### src/rtl/pll_seq_pkg.sv
package pll_seq_pkg;
  typedef enum logic [2:0] {
    ST_IDLE, ST_REL, ST_BW, ST_DIV, ST_PWR, ST_WAIT, ST_PDN, ST_RST
  } seq_st_e;

  localparam logic [1:0] BW_GOOD  = 2'd0;
  localparam logic [1:0] BW_VBAD  = 2'd1;
  localparam logic [1:0] BW_BAD   = 2'd2;
  localparam logic [1:0] BW_VGOOD = 2'd3;

  localparam int DIV_OFFSET = 16;
endpackage

### src/rtl/pll_vco_calc.sv
module pll_vco_calc #(
  parameter int REF_W = 16,
  parameter int DIV_W = 3,
  parameter int VCO_W = 21
) (
  input  logic [REF_W-1:0] ref_khz_i,
  input  logic [DIV_W-1:0] div_code_i,
  output logic [VCO_W-1:0] vco_khz_o
);
  import pll_seq_pkg::*;
  logic [VCO_W-1:0] mult;
  always_comb begin
    mult      = VCO_W'(div_code_i) + VCO_W'(DIV_OFFSET);
    vco_khz_o = VCO_W'(ref_khz_i) * mult;
  end
endmodule

### src/rtl/pll_req_check.sv
module pll_req_check #(
  parameter int REF_W   = 16,
  parameter int VCO_W   = 21,
  parameter int REF_MAX = 40000,
  parameter int VCO_MIN = 384000,
  parameter int VCO_MAX = 660000
) (
  input  logic [REF_W-1:0] ref_khz_i,
  input  logic [VCO_W-1:0] vco_khz_i,
  output logic             ok_o
);
  always_comb begin
    ok_o = (32'(ref_khz_i) <= REF_MAX) &&
           (32'(vco_khz_i) >= VCO_MIN) &&
           (32'(vco_khz_i) <= VCO_MAX);
  end
endmodule

### src/rtl/pll_lock_timer.sv
module pll_lock_timer #(
  parameter int TMO_CYC = 500000
) (
  input  logic clk_i,
  input  logic rst_ni,
  input  logic run_i,
  output logic expire_o
);
  localparam int CNT_W = $clog2(TMO_CYC + 1);
  logic [CNT_W-1:0] cnt_q;

  always_ff @(posedge clk_i or negedge rst_ni) begin
    if (!rst_ni)    cnt_q <= '0;
    else if (run_i) cnt_q <= cnt_q + 1'b1;
    else            cnt_q <= '0;
  end

  assign expire_o = run_i && (cnt_q == CNT_W'(TMO_CYC - 1));
endmodule

### src/rtl/pll_pwr_seq.sv
module pll_pwr_seq #(
  parameter int   REF_W      = 16,
  parameter int   DIV_W      = 3,
  parameter bit   PDN_POL    = 1'b1,
  parameter bit   HAS_RST    = 1'b1,
  parameter int   CLK_KHZ    = 50000,
  parameter int   TIMEOUT_US = 10000,
  parameter int   REF_MAX    = 40000,
  parameter int   VCO_MIN    = 384000,
  parameter int   VCO_MAX    = 660000,
  localparam int  VCO_W      = REF_W + $clog2((2**DIV_W) + 16)
) (
  input  logic             clk_i,
  input  logic             rst_ni,
  input  logic             en_req_i,
  input  logic             dis_req_i,
  input  logic [DIV_W-1:0] ndiv_i,
  input  logic [REF_W-1:0] ref_khz_i,
  input  logic             lock_i,
  output logic             soft_rst_no,
  output logic [1:0]       bw_sel_o,
  output logic [DIV_W-1:0] ndiv_o,
  output logic             pdn_o,
  output logic             busy_o,
  output logic             enabled_o,
  output logic             lock_err_o,
  output logic             cfg_err_o,
  output logic [VCO_W-1:0] vco_khz_o
);
  import pll_seq_pkg::*;

  localparam int TMO_CYC = (CLK_KHZ * TIMEOUT_US) / 1000;

  seq_st_e          st_q;
  logic             rel_q, pwr_q, lock_err_q, cfg_err_q;
  logic [1:0]       bw_q;
  logic [DIV_W-1:0] ndiv_q, ndiv_req_q;
  logic [REF_W-1:0] ref_q;
  logic [VCO_W-1:0] req_vco;
  logic             req_ok, tmo_hit;

  pll_vco_calc #(.REF_W(REF_W), .DIV_W(DIV_W), .VCO_W(VCO_W)) u_req_vco (
    .ref_khz_i (ref_khz_i),
    .div_code_i(ndiv_i),
    .vco_khz_o (req_vco)
  );

  pll_req_check #(
    .REF_W(REF_W), .VCO_W(VCO_W), .REF_MAX(REF_MAX),
    .VCO_MIN(VCO_MIN), .VCO_MAX(VCO_MAX)
  ) u_chk_req (
    .ref_khz_i(ref_khz_i),
    .vco_khz_i(req_vco),
    .ok_o     (req_ok)
  );

  pll_lock_timer #(.TMO_CYC(TMO_CYC)) u_tmr (
    .clk_i   (clk_i),
    .rst_ni  (rst_ni),
    .run_i   (st_q == ST_WAIT && !lock_i),
    .expire_o(tmo_hit)
  );

  // rate of the programmed setting
  pll_vco_calc #(.REF_W(REF_W), .DIV_W(DIV_W), .VCO_W(VCO_W)) u_out_vco (
    .ref_khz_i (ref_q),
    .div_code_i(ndiv_q),
    .vco_khz_o (vco_khz_o)
  );

  always_ff @(posedge clk_i or negedge rst_ni) begin
    if (!rst_ni) begin
      st_q       <= ST_IDLE;
      rel_q      <= 1'b0;
      pwr_q      <= 1'b0;
      bw_q       <= BW_VGOOD;
      ndiv_q     <= '0;
      ndiv_req_q <= '0;
      ref_q      <= '0;
      lock_err_q <= 1'b0;
      cfg_err_q  <= 1'b0;
    end else begin
      unique case (st_q)
        ST_IDLE: begin
          if (en_req_i) begin
            lock_err_q <= 1'b0;
            if (req_ok) begin
              cfg_err_q  <= 1'b0;
              ref_q      <= ref_khz_i;
              ndiv_req_q <= ndiv_i;
              st_q       <= ST_REL;
            end else begin
              cfg_err_q  <= 1'b1;
            end
          end else if (dis_req_i) begin
            st_q <= ST_PDN;
          end
        end
        ST_REL: begin
          rel_q <= 1'b1;
          st_q  <= ST_BW;
        end
        ST_BW: begin
          bw_q <= BW_GOOD;
          st_q <= ST_DIV;
        end
        ST_DIV: begin
          ndiv_q <= ndiv_req_q;
          st_q   <= ST_PWR;
        end
        ST_PWR: begin
          pwr_q <= 1'b1;
          st_q  <= ST_WAIT;
        end
        ST_WAIT: begin
          if (lock_i) begin
            st_q <= ST_IDLE;
          end else if (tmo_hit) begin
            lock_err_q <= 1'b1;
            st_q       <= ST_IDLE;
          end
        end
        ST_PDN: begin
          pwr_q <= 1'b0;
          st_q  <= ST_RST;
        end
        ST_RST: begin
          rel_q <= 1'b0;
          st_q  <= ST_IDLE;
        end
        default: st_q <= ST_IDLE;
      endcase
    end
  end

  generate
    if (HAS_RST) begin : g_rst
      assign soft_rst_no = rel_q;
    end else begin : g_no_rst
      assign soft_rst_no = 1'b1;
    end
  endgenerate

  assign pdn_o      = pwr_q ? ~PDN_POL : PDN_POL;
  assign enabled_o  = pwr_q;
  assign busy_o     = (st_q != ST_IDLE);
  assign bw_sel_o   = bw_q;
  assign ndiv_o     = ndiv_q;
  assign lock_err_o = lock_err_q;
  assign cfg_err_o  = cfg_err_q;
endmodule

### config.mk
export PLATFORM = sky130hd
export DESIGN_NAME = pll_pwr_seq
export DESIGN_NICKNAME = d
export VERILOG_FILES = /design/src/rtl/pll_seq_pkg.sv /design/src/rtl/pll_vco_calc.sv /design/src/rtl/pll_req_check.sv /design/src/rtl/pll_lock_timer.sv /design/src/rtl/pll_pwr_seq.sv
export SDC_FILE = /design/constraint.sdc
export NUM_CORES = 1
export LEC_CHECK = 0
export BUFFER_PORTS_ARGS = -buffer_cell sky130_fd_sc_hd__clkbuf_2
export CORE_MARGIN = 2
export CORE_UTILIZATION = 45
export CTS_CLUSTER_DIAMETER = 50
export DETAILED_ROUTE_END_ITERATION = 12
export HOLD_SLACK_MARGIN = 0.05
export PLACE_DENSITY = 0.62
export SYNTH_ARGS = -nofsm -noshare
export SYNTH_HDL_FRONTEND = slang
export SYNTH_SLANG_ARGS = --single-unit
export TNS_END_PERCENT = 100
### constraint.sdc
create_clock -name clk_i -period 13.6 [get_ports clk_i]
set_clock_uncertainty 0.2 [all_clocks]
set_input_delay 2.72 -clock clk_i [delete_from_list [all_inputs] [get_ports clk_i]]
set_output_delay 2.72 -clock clk_i [all_outputs]
set_load 0.03 [all_outputs]
==> impl_metrics.csv <==
group,metric,value,unit
synthesis,syn-instance-count,720,
setup_path,startpoint_type,"register",
final_layout,nets,922,
synthesis,synth_simple_gate_area_share,16.4,%
synthesis,synth_top_family_by_area,"adder cells",
die,row_count,43,
synthesis,synth_compound_area_share,13.0,%
synthesis,synthFlopType,"dfrtp_1",
global_route,grt_max_degree,50,
drt,drtPass1Iterations,4,
synthesis,yosys_warnings,0,
synthesis,synth.top_cell.area_share,18.8,%
outcome,outcome,"completed",
global_route,grt_pass1_vias,5096,
global_route,grt_usage,18.5,%
worst_hold_path,whs_endpoint,"bw_sel_o[0]",
clocking,htree_num_levels,2,
clocking,tritoncts,"done",
final_layout,diodes,0,
synthesis,syn-cell-area,6390,µm²
synthesis,netlist_top_cells_area,"dfrtp_1, fa_1, ha_1, inv_1, and2_1",
drt,vias,4973,
clocking,clkTransAtPathRegs,0.06,ns
synthesis,ys_types,60,
synthesis,synth_adder_area_share,32.2,%
clocking,clock_latency,0.28,ns
sta,fmax,0.115,GHz
global_route,grt_antenna_before_repair,0,
die,dieArea,15200,µm²
setup_path,rr_worst_depth,4,
final_layout,drive_gt1_share,12.9,%
sta,fin_crit_sh,63.9,%
clocking,cts_buffers,5,
synthesis,synth.ff_latch_count,49,
final_layout,synthToLayoutAreaGrowth,9.18,%
worst_hold_path,hp-start,"bw_sel_o[0]",
placed_design,gp_congestion,0.876,
final_layout,seqCellArea,1230,µm²
clocking,root_buffer,"clkbuf_16",
clocking,holdBufCountCts,0,
setup_path,critical_path_class,"register to output pin",
flow_run,max_cap_violations,0,
worst_hold_path,hold_path_class,"register to register",
drt,post_drt_wl_per_cell,13.7,µm
clocking,cts.sinks,49,
setup_path,arrival,5.78,ns
final_layout,fillers,1357,
synthesis,synth_edf_count,0,
placed_design,port_buffers,55,
setup_path,r2r-start,"st_q[0]",
sta,fin_ws,4.90,ns
die,pin_count,56,
die,chipWidth,123,µm
sta,timing_hold_violations_final,0,
sta,maxSlewViolCount,0,
final_layout,multiInputGateArea,4540,µm²
worst_hold_path,min_delay_path_depth,1,
die,chipHeight,123,µm
drt,drc,0,
clocking,cts_max_path_buffers,2,
sta,fin_crit,8.70,ns
setup_path,crit_fanout,18,
global_route,gr-total-overflow,0,
synthesis,synth_mux_area_share,4.64,%
drt,ant_nets,0,
setup_path,crit_path_end_kind,"output pin",
global_route,grt_pass1_wl,23.0,mm
clocking,cts_resized,0,
sta,worst_pin_slew,0.976,ns
synthesis,ys_async_sr_fraction,100,%
die,core,13900,µm²
die,initial_core_util,46.1,%
synthesis,yosysTopAreaCell,"dfrtp_1",
placed_design,pre_cts_slack,5.06,ns
clocking,cts_setup_buffers,0,
setup_path,cp_data_required_time,10.68,ns
synthesis,syn_nets,875,
synthesis,synthXorXnorAreaFrac,4.79,%
sta,slew_headroom,35.0,%
synthesis,yosysSeqAreaShare,19.2,%
placed_design,place_hpwl,10.7,mm
sta,setup_viol,0,
sta,finalSetupTns,0,ns
drt,wl,13.0,mm
synthesis,postSynthAreaPerCell,8.88,µm²
setup_path,regToRegSetupSlack,10.99,ns
drt,drt_iter0_markers,263,
sta,rsz0062_at_grt,"no",
setup_path,worst_r2r_endpoint,"ndiv_req_q[1]",
drt,viasPerCell,5.25,
## cells in the mapped netlist, types with 7 or more instances
cell	n
o31ai_1	7
dfrtp_1	48
nand2_1	54
and2_1	61
o21ai_0	23
xnor2_1	20
or3_1	13
ha_1	75
mux2_4	10
a21o_1	11
nor2_1	28
xor2_1	15
nand3_1	13
a21oi_1	29
fa_1	56
mux2_2	13
inv_1	146
o21a_1	7
nand4_1	7
clkbuf_1	13
## worst max-delay path, stage by stage (launching register included)
cell       delay [ns]
dfrtp_1          0.74
nand2_1          0.16
fa_1             0.56
inv_1            0.04
ha_1             0.26
inv_1            0.05
fa_1             0.53
inv_1            0.04
ha_1             0.33
a21o_1           0.19
a21oi_1          0.23
o21bai_1         0.09
a21oi_1          0.24
o21ai_0          0.16
a211o_1          0.34
a2111oi_0        0.78
o31ai_1          0.17
a21oi_1          0.21
xnor2_1          0.14
clkbuf_2         0.22
## placed cells by master (no fill, tap or decap), types with 5 or more instances in the layout
master     netlist  routed
a21oi_1         29      29
nor2_1          28      28
nand3_1         13      13
xnor2_1         20      20
nand2_1         54      54
a211o_1          5       5
ha_1            75      75
inv_1          146     146
o21a_1           7       7
o21ai_0         23      23
and2_1          61      61
mux2_2          13      13
nand4_1          7       7
clkbuf_2         0      55
a211oi_1         5       5
xor2_1          15      15
fa_1            56      56
dfrtp_1         48      48
mux2_4          10      10
a21o_1          11      11
o31ai_1          7       7
or3_1           13      13
and3_1           5       5
clkbuf_16        0       5
## flip-flops by register name (all words and copies together) (netlist names)
register and cells:
u_tmr.cnt_q 19, ref_q 16, ndiv_o 3, ndiv_req_q 3
st_q 3, bw_sel_o 1, cfg_err_o 1, enabled_o 1
lock_err_o 1, soft_rst_no 1
## metrics by stage
step / hold WS [ns] / util (%) / area [µm²] / std cells
6_report: 0.284 / 50.3 / 6980 / 948
5_1_grt: 0.302 / 50.3 / 6980 / 948
4_1_cts: 0.284 / 50.3 / 6980 / 948
3_5_place_dp: 0.276 / 49.2 / 6820 / 940
3_3_place_gp: 0.256 / 49.2 / 6820 / 940
2_1_floorplan: 0.248 / - / 6390 / 720
## worst max-delay path by stage
stage	slack, ns	startpoint	to
floorplan	5.62	ndiv_o[2]	vco_khz_o[15]
global placement	5.16	ndiv_i[2]	ref_q[9]
detailed placement	5.06	ndiv_i[2]	ndiv_req_q[1]
CTS	4.85	ndiv_o[2]	vco_khz_o[19]
global route	4.34	ndiv_o[2]	vco_khz_o[19]
finish	4.90	ndiv_o[2]	vco_khz_o[19]
## cell type report
type,instances,area share (%)
Clock buffer,7,2.19
Clock inverter,1,0.0717
Inverter,146,7.85
Multi-Input combinational cell,509,65.0
Sequential cell,49,17.6
Tap cell,180,3.23
Timing Repair Buffer,56,4.05
## kinds of logic after synthesis
group | after synthesis
simple gates | 200
buf+inv | 162
fa+ha+maj | 131
compound gates | 120
flops | 49
xor+xnor | 35
mux | 23
## per-layer routing
metal / global-route usage (%) / vias to the layer above / routed length [µm]
met1: 24.7 / 2442 / 5970
met3: 1.71 / 12 / 306
met5: 0 / - / 0
met2: 32.7 / 66 / 6590
li1: - / 2453 / -
met4: 3.69 / 0 / 155
Power is not shown: default switching activity piles up to over one toggle a cycle in this logic, so the estimate is an artifact.
